### src/rtl/blk_seq_pkg.sv
package blk_seq_pkg;
   typedef enum logic [1:0] {
      SQ_IDLE,
      SQ_ADDR,
      SQ_WAIT,
      SQ_STREAM
   } seq_state_t;

   typedef enum logic [1:0] {
      ST_OFF,
      ST_FETCH,
      ST_LOAD,
      ST_SEND
   } strm_state_t;
endpackage

### src/rtl/blk_lba_capture.sv
module blk_lba_capture #(
   parameter int LBA_BYTES   = 6,
   parameter int LEGACY_BITS = 28,
   localparam int LBA_W      = 8 * LBA_BYTES,
   localparam int CNT_W      = $clog2(LBA_BYTES + 1)
) (
   input  logic             clk,
   input  logic             rst_n,
   input  logic             clear,
   input  logic             take,
   input  logic [7:0]       byte_in,
   output logic [LBA_W-1:0] lba,
   output logic             is_final,
   output logic             legacy_ovf
);
   generate
      if (LBA_BYTES < 2) begin : g_bad_bytes
         $error("LBA_BYTES must be at least 2");
      end
      if (LEGACY_BITS >= LBA_W || LEGACY_BITS < 1) begin : g_bad_legacy
         $error("LEGACY_BITS must lie inside the address width");
      end
   endgenerate

   logic [CNT_W-1:0] cnt;
   logic [LBA_W-1:0] shreg;
   logic [LBA_W-1:0] next_val;

   // most significant byte arrives first: shift left, append below
   assign next_val   = {shreg[LBA_W-9:0], byte_in};
   assign is_final   = (cnt == CNT_W'(LBA_BYTES - 1));
   assign legacy_ovf = |next_val[LBA_W-1:LEGACY_BITS];
   assign lba        = shreg;

   always_ff @(posedge clk or negedge rst_n) begin
      if (!rst_n) begin
         cnt   <= '0;
         shreg <= '0;
      end else if (clear) begin
         cnt <= '0;
      end else if (take) begin
         shreg <= next_val;
         cnt   <= cnt + 1'b1;
      end
   end

   // the sequencer never takes a seventh address byte
   p_take_in_range_r2: assert property (@(posedge clk) disable iff (!rst_n)
      take |-> (cnt < CNT_W'(LBA_BYTES)));
endmodule

### src/rtl/blk_wait_timer.sv
module blk_wait_timer #(
   parameter int LATENCY = 4
) (
   input  logic clk,
   input  logic rst_n,
   input  logic run,
   output logic done
);
   generate
      if (LATENCY < 1) begin : g_bad_latency
         $error("LATENCY must be at least 1");
      end else if (LATENCY == 1) begin : g_single
         assign done = run;
      end else begin : g_counted
         localparam int CW = $clog2(LATENCY);
         logic [CW-1:0] cnt;
         always_ff @(posedge clk or negedge rst_n) begin
            if (!rst_n)    cnt <= '0;
            else if (!run) cnt <= '0;
            else           cnt <= cnt + 1'b1;
         end
         assign done = run && (cnt == CW'(LATENCY - 1));
         // the count restarts on every fresh wait
         p_fresh_wait_r6: assert property (@(posedge clk) disable iff (!rst_n)
            $rose(run) |-> (cnt == '0));
      end
   endgenerate
endmodule

### src/rtl/blk_byte_streamer.sv
module blk_byte_streamer
   import blk_seq_pkg::*;
#(
   parameter int LBA_W       = 48,
   parameter int BLOCK_BYTES = 512,
   localparam int OFS_W      = $clog2(BLOCK_BYTES),
   localparam int MEM_AW     = LBA_W + OFS_W
) (
   input  logic              clk,
   input  logic              rst_n,
   input  logic              start,
   input  logic [LBA_W-1:0]  lba,
   output logic              mem_rd_en,
   output logic [MEM_AW-1:0] mem_addr,
   input  logic [7:0]        mem_rdata,
   output logic              out_valid,
   output logic [7:0]        out_data,
   output logic              out_last,
   input  logic              out_ready,
   output logic              done,
   output logic              busy
);
   generate
      if (BLOCK_BYTES < 2 || (BLOCK_BYTES & (BLOCK_BYTES - 1)) != 0) begin : g_bad_block
         $error("BLOCK_BYTES must be a power of two of at least 2");
      end
   endgenerate

   strm_state_t      st;
   logic [OFS_W-1:0] ofs;
   logic [7:0]       data_q;

   always_ff @(posedge clk or negedge rst_n) begin
      if (!rst_n) begin
         st     <= ST_OFF;
         ofs    <= '0;
         data_q <= '0;
      end else begin
         case (st)
            ST_OFF: if (start) begin
               st  <= ST_FETCH;
               ofs <= '0;
            end
            ST_FETCH: st <= ST_LOAD;
            ST_LOAD: begin
               data_q <= mem_rdata;
               st     <= ST_SEND;
            end
            ST_SEND: if (out_ready) begin
               if (ofs == OFS_W'(BLOCK_BYTES - 1)) st <= ST_OFF;
               else begin
                  ofs <= ofs + 1'b1;
                  st  <= ST_FETCH;
               end
            end
            default: st <= ST_OFF;
         endcase
      end
   end

   assign mem_rd_en = (st == ST_FETCH);
   assign mem_addr  = {lba, ofs};
   assign out_valid = (st == ST_SEND);
   assign out_data  = data_q;
   assign out_last  = out_valid && (ofs == OFS_W'(BLOCK_BYTES - 1));
   assign done      = out_valid && out_ready && out_last;
   assign busy      = (st != ST_OFF);

   // a stalled byte stays put
   p_hold_stalled_r10: assert property (@(posedge clk) disable iff (!rst_n)
      (out_valid && !out_ready) |=> (out_valid && $stable(out_data) && $stable(out_last)));
   // one strobe per byte, and data is never presented in the strobe's next cycle
   p_single_strobe_r3: assert property (@(posedge clk) disable iff (!rst_n)
      mem_rd_en |=> (!mem_rd_en && !out_valid));
   // a new block starts at offset zero
   p_start_at_zero_r8: assert property (@(posedge clk) disable iff (!rst_n)
      (start && !busy) |=> (mem_rd_en && ofs == '0));
endmodule

### src/rtl/blk_read_seq.sv
module blk_read_seq
   import blk_seq_pkg::*;
#(
   parameter logic [7:0] CMD_READ    = 8'h20,
   parameter int         LBA_BYTES   = 6,
   parameter int         LEGACY_BITS = 28,
   parameter int         BLOCK_BYTES = 512,
   parameter int         LATENCY     = 4,
   localparam int        LBA_W       = 8 * LBA_BYTES,
   localparam int        OFS_W       = $clog2(BLOCK_BYTES),
   localparam int        MEM_AW      = LBA_W + OFS_W
) (
   input  logic              clk,
   input  logic              rst_n,
   input  logic              ext_mode,
   input  logic              in_valid,
   input  logic [7:0]        in_data,
   output logic              in_ready,
   output logic              mem_rd_en,
   output logic [MEM_AW-1:0] mem_addr,
   input  logic [7:0]        mem_rdata,
   output logic              out_valid,
   output logic [7:0]        out_data,
   output logic              out_last,
   input  logic              out_ready,
   output logic              cmd_err
);
   seq_state_t       state;
   logic             err_q;
   logic             acc;
   logic [LBA_W-1:0] lba;
   logic             is_final;
   logic             legacy_ovf;
   logic             timer_done;
   logic             strm_done;
   logic             strm_busy;

   assign in_ready = (state == SQ_IDLE) || (state == SQ_ADDR);
   assign acc      = in_valid && in_ready;
   assign cmd_err  = err_q;

   blk_lba_capture #(.LBA_BYTES(LBA_BYTES), .LEGACY_BITS(LEGACY_BITS)) u_capture (
      .clk(clk), .rst_n(rst_n),
      .clear(state == SQ_IDLE),
      .take(acc && state == SQ_ADDR),
      .byte_in(in_data),
      .lba(lba), .is_final(is_final), .legacy_ovf(legacy_ovf)
   );

   blk_wait_timer #(.LATENCY(LATENCY)) u_timer (
      .clk(clk), .rst_n(rst_n),
      .run(state == SQ_WAIT),
      .done(timer_done)
   );

   blk_byte_streamer #(.LBA_W(LBA_W), .BLOCK_BYTES(BLOCK_BYTES)) u_streamer (
      .clk(clk), .rst_n(rst_n),
      .start(timer_done), .lba(lba),
      .mem_rd_en(mem_rd_en), .mem_addr(mem_addr), .mem_rdata(mem_rdata),
      .out_valid(out_valid), .out_data(out_data), .out_last(out_last),
      .out_ready(out_ready), .done(strm_done), .busy(strm_busy)
   );

   always_ff @(posedge clk or negedge rst_n) begin
      if (!rst_n) begin
         state <= SQ_IDLE;
         err_q <= 1'b0;
      end else begin
         err_q <= 1'b0;
         case (state)
            SQ_IDLE: if (acc) begin
               if (in_data == CMD_READ) state <= SQ_ADDR;
               else                     err_q <= 1'b1;
            end
            SQ_ADDR: if (acc && is_final) begin
               if (!ext_mode && legacy_ovf) begin
                  err_q <= 1'b1;
                  state <= SQ_IDLE;
               end else begin
                  state <= SQ_WAIT;
               end
            end
            SQ_WAIT:   if (timer_done) state <= SQ_STREAM;
            SQ_STREAM: if (strm_done)  state <= SQ_IDLE;
            default:   state <= SQ_IDLE;
         endcase
      end
   end

   // input side is closed while the streamer owns the block
   p_closed_while_busy_r7: assert property (@(posedge clk) disable iff (!rst_n)
      strm_busy |-> !in_ready);
   // an error pulse never coincides with returned data
   p_err_without_data_r4: assert property (@(posedge clk) disable iff (!rst_n)
      cmd_err |-> (!out_valid && !strm_busy));
   // no memory traffic during the latency wait
   p_quiet_wait_r6: assert property (@(posedge clk) disable iff (!rst_n)
      (state == SQ_WAIT) |-> !mem_rd_en);
   // after an error the sequencer is ready for a new command
   p_err_returns_idle_r9: assert property (@(posedge clk) disable iff (!rst_n)
      cmd_err |-> in_ready);
endmodule

### config.mk
export PLATFORM = sky130hd
export DESIGN_NAME = blk_read_seq
export DESIGN_NICKNAME = d
export VERILOG_FILES = /design/src/rtl/blk_seq_pkg.sv /design/src/rtl/blk_lba_capture.sv /design/src/rtl/blk_wait_timer.sv /design/src/rtl/blk_byte_streamer.sv /design/src/rtl/blk_read_seq.sv
export SDC_FILE = /design/constraint.sdc
export NUM_CORES = 1
export LEC_CHECK = 0
export ABC_AREA = 1
export ABC_CLOCK_PERIOD_IN_PS = 1900
export BUFFER_PORTS_ARGS = -buffer_cell sky130_fd_sc_hd__buf_2
export CAP_MARGIN = 20
export CORE_MARGIN = 4
export CORE_UTILIZATION = 25
export CTS_BUF_LIST = sky130_fd_sc_hd__clkbuf_8
export DETAILED_ROUTE_END_ITERATION = 12
export PLACE_DENSITY_LB_ADDON = 0.12
export SLEW_MARGIN = 40
export SYNTH_ARGS = -nofsm -noshare
export SYNTH_HDL_FRONTEND = slang
export SYNTH_SLANG_ARGS = --single-unit
export TNS_END_PERCENT = 20
### constraint.sdc
create_clock -name clk -period 1.9 [get_ports clk]
set_input_delay 0.19 -clock clk [delete_from_list [all_inputs] [get_ports clk]]
set_output_delay 0.19 -clock clk [all_outputs]
set_load 0.05 [all_outputs]
# --- Word-level counts from Yosys, hierarchy flattened ---
# Cells that the tools add are included.
word_totals:
  ff_bits: 75
  inputBits: 21
  output_inout_bits: 70
op_classes:
  n_addsub: 3
  eq_ne: 18
  n_mux: 23
  bitwise_logic: 1
  reduce_logical: 19
ops:
  columns: ["operator", "n"]
  rows:
  - ["$mux W9", 3]
  - ["$reduce_or A20 Y1", 1]
  - ["$mux W2", 9]
  - ["$pmux W9 S2", 1]
  - ["$pmux W2 S4", 2]
  - ["$ne A2 B2 Y1 const B", 7]
  - ["$eq A2 B2 Y1 const B", 5]
  - ["$add A9 B1 Y9 const B", 1]
  - ["$eq A9 B9 Y1 const B", 1]
  - ["$eq A8 B6 Y1 const B", 1]
  - ["$logic_and A1 B1 Y1", 8]
  - ["$mux W3", 2]
  - ["$mux W1", 5]
  - ["$reduce_and A5 Y1", 1]
  - ["$eq A2 B1 Y1 const B", 2]
  - ["$logic_not A2 Y1", 2]
  - ["$reduce_and A2 Y1", 2]
  - ["$reduce_and A4 Y1", 1]
  - ["$reduce_bool A2 Y1", 2]
  - ["$add A3 B1 Y3 const B", 1]
  - ["$eq A3 B3 Y1 const B", 1]
  - ["$add A2 B1 Y2 const B", 1]
  - ["$ne A2 B1 Y1 const B", 1]
  - ["$pmux W1 S2", 1]
  - ["other kinds (3)", 3]

# --- Depth between registers and ports, before layout ---
logic_depth:
  ltp_word: 6
  ltp_mapped: 12
  depth_no_buf: 12

# --- By module ---
# From an unflattened synthesis, not the netlist that was laid out.
unflattened:
  cells_unflattened: 449
  area_unflattened_um2: 3843.7
by_module_without_submodules:
  columns: ["mod", "instances", "cells_each", "area_per_inst_um2"]
  rows:
  - ["blk_lba_capture", 1, 235, 2115.8]
  - ["blk_byte_streamer", 1, 162, 1395.1]
  - ["blk_read_seq", 1, 43, 245.2]
  - ["blk_wait_timer", 1, 9, 87.6]

# --- Least setup slack after synthesis ---
# No wires, ideal clock.
synth_path:
  kind: "register -> register"
  start: "register u_streamer.ofs[0]"
  end: "register u_streamer.ofs[3]"
  setup_ps: 119
  arrival_time_ps: 2392
  required_ps: 1781
  slack_ps: -611
  path_stages_with_launch: 12
  n_path_buf: 1
  period_less_slack_ps: 2511
  cell_sequence: "dfrtp_1 > ha_1 > nand3_1 > nor4_1 > ha_1 > nand2_1 > inv_1 > nor2_1 > nand2_4 > buf_8 > o21ai_2 > and2_1"
synth_between:
  elab_chain_cells: 4
  elab_cells_between_ends: 7
synth_rtl:
  columns: ["item", "line", "text"]
  rows:
  - ["start: declaration", "blk_byte_streamer.sv:30", "logic [OFS_W-1:0] ofs;"]
  - ["start signal: assignment", "blk_byte_streamer.sv:52", "ofs <= ofs + 1'b1;"]
  - ["$add A9 B1 Y9", "blk_byte_streamer.sv:52", null]
  - ["$mux W9", "blk_byte_streamer.sv:50", "if (ofs == OFS_W'(BLOCK_BYTES - 1)) st <= ST_OFF;"]
  - ["$mux W9", "blk_byte_streamer.sv:49", "ST_SEND: if (out_ready) begin"]
  - ["$pmux W9 S2", "blk_byte_streamer.sv:39", "case (st)"]
# Several ways; a longest one is shown, not always the timed one. The select of a mux whose other input is x is not followed.
# A chain may end at the register's enable or synchronous reset.

# --- Final worst setup path ---
layout_path:
  start: "register u_streamer.ofs[1]"
  end: "output port out_last"
layout_between:
  elab_chain_cells: 2
layout_rtl:
  columns: ["item", "line", "text"]
  rows:
  - ["$eq A9 B9 Y1", "blk_byte_streamer.sv:65", "assign out_last = out_valid && (ofs == OFS_W'(BLOCK_BYTES - 1));"]
  - ["$logic_and A1 B1 Y1", "blk_byte_streamer.sv:65", null]
  - ["end: declaration", "blk_read_seq.sv:24", "output logic out_last,"]
# Every way passes these cells.

==> impl_metrics.tcl <==
set metrics [dict create \
    cts_root_buffer "clkbuf_8" \
    synth.net_count 405 \
    yosysTopAreaCell "dfrtp_1" \
    clk_latency_ps 360 \
    setup-tns-final_ps -18.6 \
    synth_cells 374 \
    period_share 1.01 \
    antenna_found_initial 0 \
    slew_headroom 0.679 \
    vias 2638 \
    syn_area_per_cell_um2 8.87 \
    finalSetupViolCount 1 \
    cap_violations 0 \
    final-hold-violation-count 0 \
    ys_seq_area_frac 0.566 \
    die_area_mm2 0.0152 \
    io_buffers 90 \
    setup.worst_path.start "u_streamer.ofs[1]$_DFFE_PN0P_" \
    die_x_um 123 \
    arrival_ps 1730 \
    core-area_mm2 0.0128 \
    failed_checks "negative setup slack" \
    yosys_warnings 0 \
    synth_common_cells "nand2_1 (135), dfrtp_1 (75), o21ai_0 (34)" \
    wl_per_cell_um 12.6 \
    status "finished with violations" \
    grt_pass1_wl_um 13100 \
    pin_count 91 \
    grt_pass1_vias 2545 \
    placement_rows 41 \
    end_kind "primary output" \
    dp_cells 630 \
    synth_seq_cells 75 \
    layout_setup_ws_ps -18.6 \
    diodes 0 \
    hp-start "in_data[5]" \
    numCtsBuffers 9 \
    period_minus_slack_ps 1920 \
    hpwlAfterDp_um 5890 \
    grt_max_degree 40 \
    hold_class "in2reg" \
    grt_usage 0.114 \
    cts_sinks 75 \
    synth_ff_type "dfrtp_1" \
    drt_pass1_iterations 4 \
    tritoncts "built" \
    drt-total-wl_um 8180 \
    syn2layout_area_growth_pct 29.4 \
    h-tree-depth 3 \
    drive_above_1_share 0.310 \
    detail-route-antenna-nets 0 \
    cp_max_fo 3 \
    first_iter_violations 147 \
    cts_buffer_depth 2 \
    yosysMostFrequentCell "nand2_1" \
    rr_startpoint "u_streamer.ofs[1]$_DFFE_PN0P_" \
    nNetsFinal 504 \
    die_h_um 123 \
    synth_edf_count 0 \
    crit_type "reg2out" \
    syn-cell-area_mm2 0.00332 \
    synth.area.top_cells "dfrtp_1 (57%), nand2_1 (15%), o21ai_0 (5.1%)" \
    place_congestion 0.782 \
    synth_cell_type_count 27 \
    yosysTopAreaCellShare 0.566 \
    fmax_mhz 521 \
    initial_core_util 0.259 \
    tightest_slew_ps 482 \
    grt_overflow_total 0 \
    cp-start-kind "register" \
    skew_ps 13.0 \
    clk_pin_slew_ps 90 \
    drv_slew 0 \
    rsz0062_at_grt "yes" \
    async_reset_ff_frac 1.00 \
    critPathRequiredTime_ps 1710 \
    layout.cells.non_filler 649 \
    viasPerCell 4.06 \
    post-route-drc-count 0 \
]
sequential cells by signal (all words and copies together) (netlist names), named ones only:
register	count
cmd_err	1
state	1
u_capture.cnt	3
u_capture.lba	48
u_streamer.ofs	9
u_streamer.out_data	8
u_streamer.st	2
u_timer.g_counted.cnt	2
metal layers:
metal	track usage	vias up	part of all wire
met5	0	-	0
met4	0.0623	0	0.020
met1	0.151	1177	0.48
li1	-	1380	-
met2	0.172	71	0.45
met3	0.0261	10	0.056
critical path: stages, from the launching register on:
cell        delay [ps]
dfrtp_2            390
ha_4               160
nand3_4             90
nor4_4             160
ha_2               220
nand2_2             70
clkinvlp_4         120
buf_8              150
per-stage QoR:
stage,util,worst slack [ps],cell area (um2),hold WS [ps]
finish,0.335,-18.6,4300,42.5
global route,0.335,-142,4300,31.2
CTS,0.334,-67.6,4290,9.49
detailed placement,0.316,63.0,4050,187
global placement,0.316,82.3,4050,189
floorplan,-,-186,3370,-106
cell type report:
type | count | area (um2)
clock inverter | 6 | 66.3
tap | 172 | 215
clock buffer | 9 | 124
timing repair buffer | 101 | 573
fill | 1383 | 8530
inverter | 37 | 145
sequential | 75 | 1890
multi-input combinational | 249 | 1290
repair_timing:
item / 4_1_cts / 5_1_grt
hold buffers: 1 / 0
pin swaps: 1 / 3
endpoints found under the setup margin: 1 / 4
endpoints found under the hold margin: 31 / 0
cloned: 0 / 0
gates resized for setup: 4 / 3
buffers inserted: 3 / 0
layout by cell type (no fill, tap or decap), types with 2 or more instances in the layout:
master    synthesis  routed
nand2_1         135     134
buf_2             5      88
dfrtp_1          75      68
o21ai_0          34      33
inv_1            33      31
nor2_1           22      21
nand3_1          16      14
clkbuf_8          0       9
buf_4             2       9
mux2_2            8       8
ha_1             10       8
dfrtp_2           0       7
inv_2             4       4
nand2_2           2       3
o22ai_1           3       3
a21oi_1           3       3
xor2_1            3       3
nor2_4            1       2
nand4_1           2       2
and2_1            2       2
mux2i_1           2       2
clkinv_4          0       2
clkinv_2          0       2
buf_12            0       2
cell families after synthesis:
group | after synthesis | synth area share
multiplexers | 10 | 0.0332
AND/OR/NAND/NOR | 185 | 0.227
XOR/XNOR | 3 | 0.00792
flip-flops | 75 | 0.566
AO/OA/AOI/OAI | 41 | 0.0641
adder cells (fa/ha/maj) | 10 | 0.0377
buffers and inverters | 50 | 0.0641
path summary, 6_finish.rpt:
path | depth (start not counted) | slack, ps | end
hold / removal | 3 | 40 | u_capture.lba[5]$_DFFE_PN0P_
setup / recovery | 7 | -20 | out_last
setup reg to reg | 11 | 60 | state[0]$_DFFE_PN0P_
min in group asynchronous | 2 | 330 | u_capture.lba[47]$_DFFE_PN0P_
max in group asynchronous | 3 | 930 | u_capture.lba[40]$_DFFE_PN0P_
hold reg to reg | 1 | 430 | u_timer.g_counted.cnt[0]$_DFF_PN0_
Power is left out: the tool's default activity adds up to more than one toggle a clock period on the data nets, which glitch-free logic cannot reach.
